## src/rtl/hwloop_pkg.sv

```systemverilog
package hwloop_pkg;
  localparam int unsigned ADDR_W = 16;
  localparam int unsigned CNT_W  = 16;

  typedef logic [ADDR_W-1:0] addr_t;
  typedef logic [CNT_W-1:0]  cnt_t;

  // One open block loop: body bounds and remaining passes
  typedef struct packed {
    addr_t first;
    addr_t last;
    cnt_t  remain;
  } loop_ent_t;
endpackage

```

## src/rtl/hwloop_stack.sv

```systemverilog
module hwloop_stack
  import hwloop_pkg::*;
#(
  parameter  int unsigned DEPTH = 2,
  localparam int unsigned SPW   = $clog2(DEPTH + 1)
) (
  input  logic            clk,
  input  logic            rst_ni,
  input  logic            push_i,
  input  loop_ent_t       push_ent_i,
  input  logic            pop_i,
  input  logic            dec_i,
  input  logic            wr_i,
  input  cnt_t            wr_cnt_i,
  output loop_ent_t       top_o,
  output logic [SPW-1:0]  depth_o,
  output logic            empty_o,
  output logic            full_o
);

  logic [SPW-1:0] sp_q, sp_nxt;
  logic           sp_en;
  loop_ent_t      ent_q [DEPTH];

  assign depth_o = sp_q;
  assign empty_o = (sp_q == '0);
  assign full_o  = (sp_q == SPW'(DEPTH));

  // Pointer next state
  always_comb begin
    sp_nxt = sp_q;
    sp_en  = 1'b0;
    if (push_i && !full_o) begin
      sp_nxt = sp_q + SPW'(1);
      sp_en  = 1'b1;
    end else if (pop_i && !empty_o) begin
      sp_nxt = sp_q - SPW'(1);
      sp_en  = 1'b1;
    end
  end

  always_ff @(posedge clk or negedge rst_ni) begin
    if (!rst_ni) begin
      sp_q <= '0;
    end else if (sp_en) begin
      sp_q <= sp_nxt;
    end
  end

  // Per-level storage; the innermost level also owns the live count
  for (genvar g = 0; g < DEPTH; g++) begin : g_lvl
    loop_ent_t q, nxt;
    logic      en;

    always_comb begin
      nxt = q;
      en  = 1'b0;
      if (push_i && !full_o && (sp_q == SPW'(g))) begin
        nxt = push_ent_i;
        en  = 1'b1;
      end else if (sp_q == SPW'(g + 1)) begin
        if (wr_i) begin
          nxt.remain = wr_cnt_i;
          en         = 1'b1;
        end else if (dec_i) begin
          nxt.remain = q.remain - cnt_t'(1);
          en         = 1'b1;
        end
      end
    end

    always_ff @(posedge clk or negedge rst_ni) begin
      if (!rst_ni) begin
        q <= '0;
      end else if (en) begin
        q <= nxt;
      end
    end

    assign ent_q[g] = q;
  end

  // Innermost level view, zero when nothing is open
  always_comb begin
    top_o = '0;
    for (int k = 0; k < DEPTH; k++) begin
      if (sp_q == SPW'(k + 1)) begin
        top_o = ent_q[k];
      end
    end
  end

  AST_PUSH_DEPTH: assert property (@(posedge clk) disable iff (!rst_ni)
    (push_i && !full_o) |=> (depth_o == $past(depth_o) + SPW'(1)))
    else $error("push did not add a level");

  AST_POP_DEPTH: assert property (@(posedge clk) disable iff (!rst_ni)
    (pop_i && !push_i && !empty_o) |=> (depth_o == $past(depth_o) - SPW'(1)))
    else $error("pop did not remove a level");

  AST_DEC_COUNT: assert property (@(posedge clk) disable iff (!rst_ni)
    (dec_i && !wr_i && !push_i && !pop_i && !empty_o)
      |=> (top_o.remain == $past(top_o.remain) - cnt_t'(1)))
    else $error("iteration did not lower the count by one");

  AST_FULL_NO_GROW: assert property (@(posedge clk) disable iff (!rst_ni)
    (push_i && !pop_i && full_o) |=> $stable(depth_o))
    else $error("push on a full stack changed depth");

endmodule

```

## src/rtl/hwloop_rep.sv

```systemverilog
module hwloop_rep
  import hwloop_pkg::*;
(
  input  logic clk,
  input  logic rst_ni,
  input  logic load_i,
  input  cnt_t load_cnt_i,
  output logic active_o,
  output logic hold_o
);

  cnt_t rc_q, rc_nxt;
  logic rc_en;

  always_comb begin
    rc_nxt = rc_q;
    rc_en  = 1'b0;
    if (load_i) begin
      rc_nxt = load_cnt_i;
      rc_en  = 1'b1;
    end else if (rc_q != '0) begin
      rc_nxt = rc_q - cnt_t'(1);
      rc_en  = 1'b1;
    end
  end

  always_ff @(posedge clk or negedge rst_ni) begin
    if (!rst_ni) begin
      rc_q <= '0;
    end else if (rc_en) begin
      rc_q <= rc_nxt;
    end
  end

  assign active_o = (rc_q != '0);
  assign hold_o   = (rc_q > cnt_t'(1));

  AST_REP_COUNTDOWN: assert property (@(posedge clk) disable iff (!rst_ni)
    (active_o && !load_i) |=> (rc_q == $past(rc_q) - cnt_t'(1)))
    else $error("repeat counter did not step down");

  AST_REP_LAST: assert property (@(posedge clk) disable iff (!rst_ni)
    (active_o && !hold_o && !load_i) |=> !active_o)
    else $error("repeat outlived its final cycle");

endmodule

```

## src/rtl/hwloop_ctrl.sv

```systemverilog
module hwloop_ctrl
  import hwloop_pkg::*;
(
  input  logic      blk_start_i,
  input  cnt_t      blk_cnt_i,
  input  addr_t     blk_end_i,
  input  logic      rpt_start_i,
  input  cnt_t      rpt_cnt_i,
  input  logic      brk_i,
  input  logic      lc_wr_i,
  input  cnt_t      lc_data_i,
  input  addr_t     fetch_i,
  input  loop_ent_t top_i,
  input  logic      empty_i,
  input  logic      full_i,
  input  logic      rpt_active_i,
  input  logic      rpt_hold_i,
  output logic      push_o,
  output loop_ent_t push_ent_o,
  output logic      pop_o,
  output logic      dec_o,
  output logic      wr_o,
  output cnt_t      wr_cnt_o,
  output logic      rpt_load_o,
  output logic      ovf_set_o,
  output logic      redir_o,
  output addr_t     redir_addr_o
);

  logic end_hit;

  assign end_hit = !empty_i && !rpt_hold_i && (fetch_i == top_i.last);

  // Ranked decision: exit, block start, repeat start, end check
  always_comb begin
    push_o       = 1'b0;
    pop_o        = 1'b0;
    dec_o        = 1'b0;
    rpt_load_o   = 1'b0;
    ovf_set_o    = 1'b0;
    redir_o      = 1'b0;
    redir_addr_o = '0;
    push_ent_o   = '{first: fetch_i, last: blk_end_i, remain: blk_cnt_i};
    wr_cnt_o     = lc_data_i;

    if (brk_i) begin
      pop_o = !empty_i;
    end else if (blk_start_i) begin
      if (blk_cnt_i == '0) begin
        redir_o      = 1'b1;
        redir_addr_o = blk_end_i + addr_t'(1);
      end else if (full_i) begin
        ovf_set_o = 1'b1;
      end else begin
        push_o = 1'b1;
      end
    end else if (rpt_start_i && !rpt_active_i) begin
      if (rpt_cnt_i == '0) begin
        redir_o      = 1'b1;
        redir_addr_o = fetch_i + addr_t'(1);
      end else begin
        rpt_load_o = 1'b1;
      end
    end else if (end_hit) begin
      if (top_i.remain > cnt_t'(1)) begin
        redir_o      = 1'b1;
        redir_addr_o = top_i.first;
        dec_o        = 1'b1;
      end else begin
        pop_o = 1'b1;
      end
    end

    wr_o = lc_wr_i && !empty_i && !pop_o;
  end

endmodule

```

## src/rtl/hwloop_seq.sv

```systemverilog
module hwloop_seq
  import hwloop_pkg::*;
#(
  parameter  int unsigned DEPTH = 2,
  localparam int unsigned SPW   = $clog2(DEPTH + 1)
) (
  input  logic              clk,
  input  logic              rst_n,
  input  logic              blk_start,
  input  logic [CNT_W-1:0]  blk_count,
  input  logic [ADDR_W-1:0] blk_end,
  input  logic              rpt_start,
  input  logic [CNT_W-1:0]  rpt_count,
  input  logic              loop_break,
  input  logic              lc_wr,
  input  logic [CNT_W-1:0]  lc_wdata,
  input  logic [ADDR_W-1:0] fetch_addr,
  output logic              redirect_valid,
  output logic [ADDR_W-1:0] redirect_addr,
  output logic              hold_fetch,
  output logic              loop_active,
  output logic [CNT_W-1:0]  loop_count,
  output logic              rpt_active,
  output logic [SPW-1:0]    stack_depth,
  output logic              stack_ovf
);

  // Reset: asserted asynchronously, released on a clock edge
  logic [1:0] rsync_q;
  logic       rst_int;

  always_ff @(posedge clk or negedge rst_n) begin
    if (!rst_n) begin
      rsync_q <= '0;
    end else begin
      rsync_q <= {rsync_q[0], 1'b1};
    end
  end
  assign rst_int = rsync_q[1];

  loop_ent_t top_ent, push_ent;
  logic      push, pop, dec, wr, rpt_load, ovf_set;
  logic      st_empty, st_full, rp_active, rp_hold;
  cnt_t      wr_cnt;
  logic      ovf_q, ovf_nxt, ovf_en;

  hwloop_ctrl u_ctrl (
    .blk_start_i  (blk_start),
    .blk_cnt_i    (blk_count),
    .blk_end_i    (blk_end),
    .rpt_start_i  (rpt_start),
    .rpt_cnt_i    (rpt_count),
    .brk_i        (loop_break),
    .lc_wr_i      (lc_wr),
    .lc_data_i    (lc_wdata),
    .fetch_i      (fetch_addr),
    .top_i        (top_ent),
    .empty_i      (st_empty),
    .full_i       (st_full),
    .rpt_active_i (rp_active),
    .rpt_hold_i   (rp_hold),
    .push_o       (push),
    .push_ent_o   (push_ent),
    .pop_o        (pop),
    .dec_o        (dec),
    .wr_o         (wr),
    .wr_cnt_o     (wr_cnt),
    .rpt_load_o   (rpt_load),
    .ovf_set_o    (ovf_set),
    .redir_o      (redirect_valid),
    .redir_addr_o (redirect_addr)
  );

  hwloop_stack #(.DEPTH(DEPTH)) u_stack (
    .clk        (clk),
    .rst_ni     (rst_int),
    .push_i     (push),
    .push_ent_i (push_ent),
    .pop_i      (pop),
    .dec_i      (dec),
    .wr_i       (wr),
    .wr_cnt_i   (wr_cnt),
    .top_o      (top_ent),
    .depth_o    (stack_depth),
    .empty_o    (st_empty),
    .full_o     (st_full)
  );

  hwloop_rep u_rep (
    .clk        (clk),
    .rst_ni     (rst_int),
    .load_i     (rpt_load),
    .load_cnt_i (rpt_count),
    .active_o   (rp_active),
    .hold_o     (rp_hold)
  );

  // Sticky overflow flag
  always_comb begin
    ovf_nxt = ovf_q | ovf_set;
    ovf_en  = ovf_set;
  end

  always_ff @(posedge clk or negedge rst_int) begin
    if (!rst_int) begin
      ovf_q <= 1'b0;
    end else if (ovf_en) begin
      ovf_q <= ovf_nxt;
    end
  end

  assign stack_ovf   = ovf_q;
  assign hold_fetch  = rp_hold;
  assign rpt_active  = rp_active;
  assign loop_active = !st_empty;
  assign loop_count  = top_ent.remain;

  AST_OVF_STICKY: assert property (@(posedge clk) disable iff (!rst_int)
    stack_ovf |=> stack_ovf)
    else $error("overflow flag cleared without reset");

  AST_ZERO_SKIP: assert property (@(posedge clk) disable iff (!rst_int)
    (blk_start && !loop_break && (blk_count == '0)) |=> $stable(stack_depth))
    else $error("zero-count start changed depth");

  AST_HOLD_NO_END: assert property (@(posedge clk) disable iff (!rst_int)
    (hold_fetch && !blk_start && !loop_break) |=> $stable(stack_depth))
    else $error("end check acted while fetch was held");

  AST_HOLD_NO_REDIR: assert property (@(posedge clk) disable iff (!rst_int)
    (hold_fetch && !blk_start) |-> !redirect_valid)
    else $error("redirect raised while fetch was held");

endmodule

```

## config.mk

```make
export PLATFORM = sky130hd
export DESIGN_NAME = hwloop_seq
export DESIGN_NICKNAME = d
export VERILOG_FILES = /design/src/rtl/hwloop_pkg.sv /design/src/rtl/hwloop_stack.sv /design/src/rtl/hwloop_rep.sv /design/src/rtl/hwloop_ctrl.sv /design/src/rtl/hwloop_seq.sv
export SDC_FILE = /design/constraint.sdc
export NUM_CORES = 1
export LEC_CHECK = 0
export BUFFER_PORTS_ARGS = -buffer_cell sky130_fd_sc_hd__buf_2
export CAP_MARGIN = 20
export CORE_AREA = 2 2 107 151
export CTS_CLUSTER_DIAMETER = 40
export DETAILED_ROUTE_END_ITERATION = 8
export DIE_AREA = 0 0 109 153
export GPL_TIMING_DRIVEN = 0
export PLACE_DENSITY = 0.82
export SYNTH_ARGS = -nofsm -noshare
export SYNTH_HDL_FRONTEND = slang
export SYNTH_HIERARCHICAL = 1
export SYNTH_SLANG_ARGS = --single-unit
```

## constraint.sdc

```tcl
create_clock -name clk -period 5.7 [get_ports clk]
set_input_delay 0.285 -clock clk [delete_from_list [all_inputs] [get_ports clk]]
set_output_delay 0.285 -clock clk [all_outputs]
set_load 0.05 [all_outputs]
```

## Yosys cells after proc, flatten, opt, wreduce, memory -nomap -nowiden

Index checks and enable logic that the tools add are counted.

- Flip-flop bits (word level): 117
- Bits in latches: 0
- Memory bits (writable): 0
- ROM bits: 0
- Input port bits: 86
- Output and inout port bits: 39
- Word-level logic and storage cells: 111
- Memories: 0

- Add/sub/neg operators: 7
- Multipliers: 0
- Div/mod/pow operators: 0
- Order comparisons: 2
- Equal/unequal tests: 3
- Shift operators: 0
- Multiplexer cells: 58
- Bitwise logic cells: 1
- Reductions and logical operators: 30

Operators with widths:

| kind | number |
|---|---|
| 2-to-1 mux 16 bit | 17 |
| 2-to-1 mux 48 bit | 2 |
| subtractor 16 x 1 -> 16 bit (second input constant) | 3 |
| 2-to-1 mux 1 bit | 37 |
| adder 16 x 1 -> 16 bit (second input constant) | 2 |
| greater-than comparator 16 x 1 -> 1 bit (second input constant) | 2 |
| logical NOT 16 bit | 2 |
| equality test 16 bit | 1 |
| nonzero test 16 bit | 1 |
| logical AND 1 bit | 9 |
| AND reduction 2 bit | 4 |
| nonzero test 2 bit | 4 |
| AND reduction 3 bit | 2 |
| nonzero test 3 bit | 2 |
| logical NOT 1 bit | 5 |
| 2-to-1 mux 2 bit | 2 |
| adder 2 x 1 -> 2 bit (second input constant) | 1 |
| equality test 2 x 1 -> 1 bit (second input constant) | 1 |
| equality test 2 bit (second input constant) | 1 |
| logical NOT 2 bit | 1 |
| subtractor 2 x 1 -> 2 bit (second input constant) | 1 |
| OR 1 bit | 1 |

## Depth between registers and ports, before layout

- Depth after elaboration: 15
- Gate-level depth with buffers: 19
- Mapped depth without buffers: 14

## Hierarchy

The synthesis kept the hierarchy.

By module, submodules not included:

| module | instances | cells an instance | area an instance (um^2) | seq. area each (um^2) |
|---|---|---|---|---|
| hwloop_stack | 1 | 680 | 5400.2 | 2452.4 |
| hwloop_ctrl | 1 | 280 | 1799.2 | 0.0 |
| hwloop_rep | 1 | 108 | 982.2 | 400.4 |
| hwloop_seq | 1 | 6 | 88.8 | 75.1 |

## Least setup slack after synthesis

OpenSTA, ideal clock, no wires.

- Path kind: register -> register
- Start point: register u_stack.sp_q[0], in the netlist u_stack/depth_o[0]
- End point: register u_stack.g_lvl[1].q, in the netlist u_stack/ent_q[12]
- Library setup time: 0.065 ns
- Data arrival time: 5.413 ns
- Data required time: 5.635 ns
- Slack: 0.221 ns
- Cell stages (with the launch flop): 19
- Path through: dfrtp_1 inv_1 ha_1 clkbuf_1 clkbuf_1 clkbuf_1 o21ai_0 nor4_1 nand4_1 nor3b_2 clkbuf_1 nand2_1 nor2_1 clkbuf_1 o21ai_1 and2_0 or4_1 a21oi_1 o22a_1

- Elaborated cells on any way between the ends: 40
- Classes of those cells: order compare: 1; eq/ne: 3; mux: 23; reduce/logical: 13

RTL lines:

| what | RTL line | RTL |
|---|---|---|
| from (decl) | hwloop_stack.sv:21 | `logic [SPW-1:0] sp_q, sp_nxt;` |
| from (signal assigned) | hwloop_stack.sv:46 | `sp_q <= sp_nxt;` |
| equality test 2 bit (*) | hwloop_stack.sv:27 | `assign full_o = (sp_q == SPW'(DEPTH));` |
| via st_full | hwloop_seq.sv:43 | `logic st_empty, st_full, rp_active, rp_hold;` |
| 2-to-1 mux 48 bit (*) | hwloop_stack.sv:87 | `if (sp_q == SPW'(k + 1)) begin` |
| via loop_count[10] | hwloop_seq.sv:22 | `output logic [CNT_W-1:0] loop_count,` |
| greater-than comparator 16 x 1 -> 1 bit (*) | hwloop_ctrl.sv:65 | `if (top_i.remain > cnt_t'(1)) begin` |
| 2-to-1 mux 1 bit (*) | hwloop_ctrl.sv:65 |  |
| 2-to-1 mux 1 bit (*) | hwloop_ctrl.sv:64 | `end else if (end_hit) begin` |
| 2-to-1 mux 1 bit (*) | hwloop_ctrl.sv:57 | `end else if (rpt_start_i && !rpt_active_i) begin` |
| 2-to-1 mux 1 bit (*) | hwloop_ctrl.sv:48 | `end else if (blk_start_i) begin` |
| 2-to-1 mux 1 bit (*) | hwloop_ctrl.sv:46 | `if (brk_i) begin` |
| via dec | hwloop_seq.sv:42 | `logic push, pop, dec, wr, rpt_load, ovf_set;` |
| 2-to-1 mux 1 bit | hwloop_stack.sv:65 | `end else if (dec_i) begin` |
| 2-to-1 mux 1 bit | hwloop_stack.sv:62 | `if (wr_i) begin` |
| 2-to-1 mux 1 bit | hwloop_stack.sv:61 | `end else if (sp_q == SPW'(g + 1)) begin` |
| 2-to-1 mux 1 bit | hwloop_stack.sv:58 | `if (push_i && !full_o && (sp_q == SPW'(g))) begin` |
| AND reduction 3 bit (no source line) (*) | -- |  |
| to (signal assigned) | hwloop_stack.sv:76 | `q <= nxt;` |
| to (decl) | hwloop_stack.sv:52 | `loop_ent_t q, nxt;` |

Mark *: on every way through the listed nets, which the timed path passes. The rest lies on a longest branch. The select of a mux whose other input is x is not followed.
A chain may end at the register's enable or synchronous reset.

==> run_results.csv <==
group,metric,value,unit
layout,final_core_utilization,63.5,%
worst_setup_path,crit_top_cell,"clkbuf_2",
die,fp.dieArea,16700,um2
routing,drt-wirelength-per-cell,19.1,um
timing,worstMarginPinSlew,1.10,ns
timing,clock_skew,0.00847,ns
synth,synth-async-reset-ratio,100,%
synth,synth_seq_cells,117,
worst_setup_path,r2r_start,"u_stack/depth_o[0]",
synth,synth.distinct_cells,77,
power_and_ir_drop,power,4.72,mW
clock_tree,clock-root-buffer,"clkbuf_16",
worst_setup_path,cp_data_required_time,6.05,ns
power_and_ir_drop,netSwitchingPower,2.07,mW
timing,fmax,185,MHz
power_and_ir_drop,vdd_drop_max,399,uV
outcome,run_status,"completed",
placed_design,routabilityCongestion,0.980,
power_and_ir_drop,power_frac_seq,32.2,%
worst_setup_path,cp.arrival,5.77,ns
clock_tree,h-tree-depth,4,
synth,synth.cell_area,8270,um2
grt,grt-ovfl-total,0,
layout,num-nets-final,1298,
grt,grt_pass1_wl,42000,um
synth,ys_seq_area_share,35.4,%
flow_run,maxCapViolCount,0,
synth,synth_top_cell_area_share,35.4,%
timing,slew_violations,0,
die,initial_core_util,53.9,%
min_path,hold_class,"input port to flip-flop",
clock_tree,cts_buffer_depth,2,
worst_setup_path,critical_path.slowest_cell,"or4_1",
routing,vias,8631,
grt,grt_pass1_vias,8284,
clock_tree,cts_tree,"yes",
die,die_w,109,um
synth,syn_avg_cell_area,7.70,um2
worst_setup_path,crit_family,"buffers and inverters",
synth,synthesis.nets,1169,
power_and_ir_drop,p_sw_share,43.8,%
clock_tree,numCtsBuffers,17,
power_and_ir_drop,p_comb_share,44.4,%
layout,layout-drive-gt1-share,19.2,%
worst_setup_path,worstSetupPathType,"flip-flop to flip-flop",
grt,grt.total_usage,32.8,%
synth,syn_inst,1074,
placed_design,place_hpwl,20000,um
power_and_ir_drop,p_leak,4.42,nW
routing,drtIter0Drc,863,
worst_setup_path,r2r-end,"u_stack/ent_q[12]",
routing,viasPerCell,6.11,
worst_setup_path,cp-end-kind,"flip-flop",
power_and_ir_drop,p_clk_share,23.4,%
grt,grt_start_max_net_pins,60,
timing,setup_viol,0,
die,ios,125,
routing,first_pass_iters,6,
power_and_ir_drop,cellPowerDensity,485,nW/um2
timing,hold_viol_final,0,
placed_design,port_buffers,106,
die,coreArea,15300,um2
worst_setup_path,ff2ff_path_depth,18,
die,placementRows,54,
worst_setup_path,crit_path_start_kind,"flip-flop",
die,dieHeight,153,um
synth,ys_warn_count,6,
timing,rsz0062_at_grt,"false",
routing,ant_nets,0,
timing,period_minus_slack,5.42,ns
timing,period_share,95.0,%
min_path,whs_path_depth,3,
clock_tree,cts.reportedPaths.clkPinSlew,0.05,ns
synth,synth_area_leaders,"dfrtp_1 35%, nand2_1 12%, buf_4 5.9%, xnor2_1 4.1%, a21oi_1 3.8%",
synth,synth_edf_count,0,
routing,postRouteWirelength,27000,um
power_and_ir_drop,p_int,2.65,mW
grt,antenna_found_initial,0,
clock_tree,cts.sinks,117,
clock_tree,clk_latency,0.42,ns
worst_setup_path,cp_cell_sequence,"inv_1 > ha_1 > clkbuf_2 > clkbuf_2 > clkbuf_2 > a22o_1 > xnor2_1 > nand4_1 > nor3b_4 > clkbuf_2 > nand2_1 > nor2_1 > clkbuf_1 > o21ai_1 > and2_0 > or4_1 > a21oi_1 > o22a_1",
worst_setup_path,crit_buf_inv,6,
min_path,hold_end,"u_stack/ent_q[82]",
min_path,hp-start,"fetch_addr[2]",
routing,drc,0,
layout,syn2layout_area_growth,17.7,%
synth,ys.flop_type,"dfrtp_1",
worst_setup_path,r2r_slack,0.28,ns
worst_setup_path,cp_max_fo,10,
timing,relSlewSlack,25.5,%
synth,synth_top_area_cell,"dfrtp_1",
worst_setup_path,critical-path-max-stage-delay,0.44,ns
## how the worst max path moves through the flow
stage          slack (ns)               start  cells past startpoint                end
2_1_floorplan        0.22  u_stack/depth_o[0]                     18  u_stack/ent_q[12]
3_3_place_gp        -0.21  u_stack/depth_o[0]                     19  u_stack/ent_q[12]
3_5_place_dp        -0.31  u_stack/depth_o[0]                     19  u_stack/ent_q[12]
4_1_cts             0.005  u_stack/depth_o[0]                     18  u_stack/ent_q[12]
5_1_grt              0.04  u_stack/depth_o[0]                     18  u_stack/ent_q[12]
6_report             0.28  u_stack/depth_o[0]                     18  u_stack/ent_q[12]
## synthesized netlist by cell type (all sizes together), types with 6 or more instances
master / count
xor2: 16
a211oi: 9
a22oi: 7
nand2b: 10
inv: 17
nor2: 78
clkbuf: 47
nand4: 16
xnor2: 39
nor4: 17
a31oi: 13
or4: 11
dfrtp: 117
o21ai: 43
or3: 6
nand3: 38
o31ai: 15
a21oi: 63
nand2: 274
buf: 79
nor3: 27
a22o: 35
ha: 9
## stage by stage
stage | TNS, ns | area, um2 | std cells | hold WS [ns] | setup slack (ns)
after detailed placement | -0.482 | 9080 | 1377 | 0.0733 | -0.306
after floorplan | 0 | 8270 | 1074 | -0.0106 | 0.221
after CTS | 0 | 9700 | 1410 | 0.0613 | 0.00539
final | 0 | 9730 | 1413 | 0.0710 | 0.283
after global placement | -0.212 | 9050 | 1376 | 0.0716 | -0.212
after global routing | 0 | 9730 | 1412 | 0.0646 | 0.0359
## power by group through the flow
stage | combinational, mW | sequential [mW] | clock (mW)
after global routing | 2.29 | 1.56 | 1.16
after global placement | 1.99 | 1.50 | 0
after CTS | 2.06 | 1.50 | 1.12
final | 2.09 | 1.52 | 1.10
after detailed placement | 2.05 | 1.51 | 0
after floorplan | 1.53 | 1.47 | 0
## what timing repair did
action	in CTS	in global routing
endpoints found under the hold margin	2	0
setup buffers	0	2
hold buffers	1	0
resized for setup	3	6
pin swaps	1	1
setup endpoints to repair	6	11
## state kept, by name, indices dropped and copies added, names as in the netlist
register and count:
rsync_q 2, u_stack/ent_q 96, stack_ovf 1, u_rep/rc_q 16
u_stack/depth_o 2
## worst reg2reg max path: stages, from the launching register on
cell	delay, ns
dfrtp_1	0.41
inv_1	0.14
ha_1	0.33
clkbuf_2	0.30
clkbuf_2	0.33
clkbuf_2	0.31
a22o_1	0.25
xnor2_1	0.15
nand4_1	0.21
nor3b_4	0.40
clkbuf_2	0.32
nand2_1	0.12
nor2_1	0.17
clkbuf_1	0.35
o21ai_1	0.33
and2_0	0.38
or4_1	0.44
a21oi_1	0.25
o22a_1	0.18
## metal layers
metal / track usage, % / wire length, um / up-vias
li1: - / - / 3958
met1: 38.1 / 9730 / 4032
met2: 54.2 / 13300 / 523
met3: 5.84 / 2190 / 118
met4: 21.6 / 1720 / 0
met5: 0 / 0 / -
## logic make-up (layout without fill, tap and decap cells)
group | count (synthesis) | count (layout) | share of synthesized area [%]
simple gates | 516 | 516 | 28.7
compound gates | 227 | 227 | 18.4
buf+inv | 145 | 287 | 9.83
flops | 117 | 117 | 35.4
xor+xnor | 55 | 55 | 5.82
fa+ha+maj | 9 | 9 | 1.36
mux | 4 | 4 | 0.484
other cells | 1 | 2 | 0.0453
## cells in the final DEF (no fill, tap or decap), types with 5 or more instances in the layout
cell / n
nand3_1: 37
clkbuf_16: 17
ha_1: 9
nand2b_1: 10
or3_1: 6
and3_1: 5
xnor2_1: 39
o31ai_1: 15
o21ai_0: 41
a22oi_1: 7
nand4_1: 16
buf_4: 67
a211oi_1: 8
inv_1: 17
buf_2: 112
dfrtp_1: 116
nand2_1: 274
clkbuf_2: 7
clkbuf_1: 44
a21oi_1: 63
nor3_1: 27
xor2_1: 16
a22o_1: 35
nor2_1: 78
o211ai_1: 5
nor4_1: 16
or4_1: 9
a31oi_1: 13
## final cells by class
cell class              instances  area (um2)
plain buffers                 126         751
repair buffers                110         583
clock buffers                  21         460
inverters                      19        71.3
flip-flops and latches        117        2930
diodes                          1        2.50
multi-input cells             812        4540
well taps                     196         245
fillers                      1364        5610
clock inverters                11         151
Power figures use the tool's default switching activity.
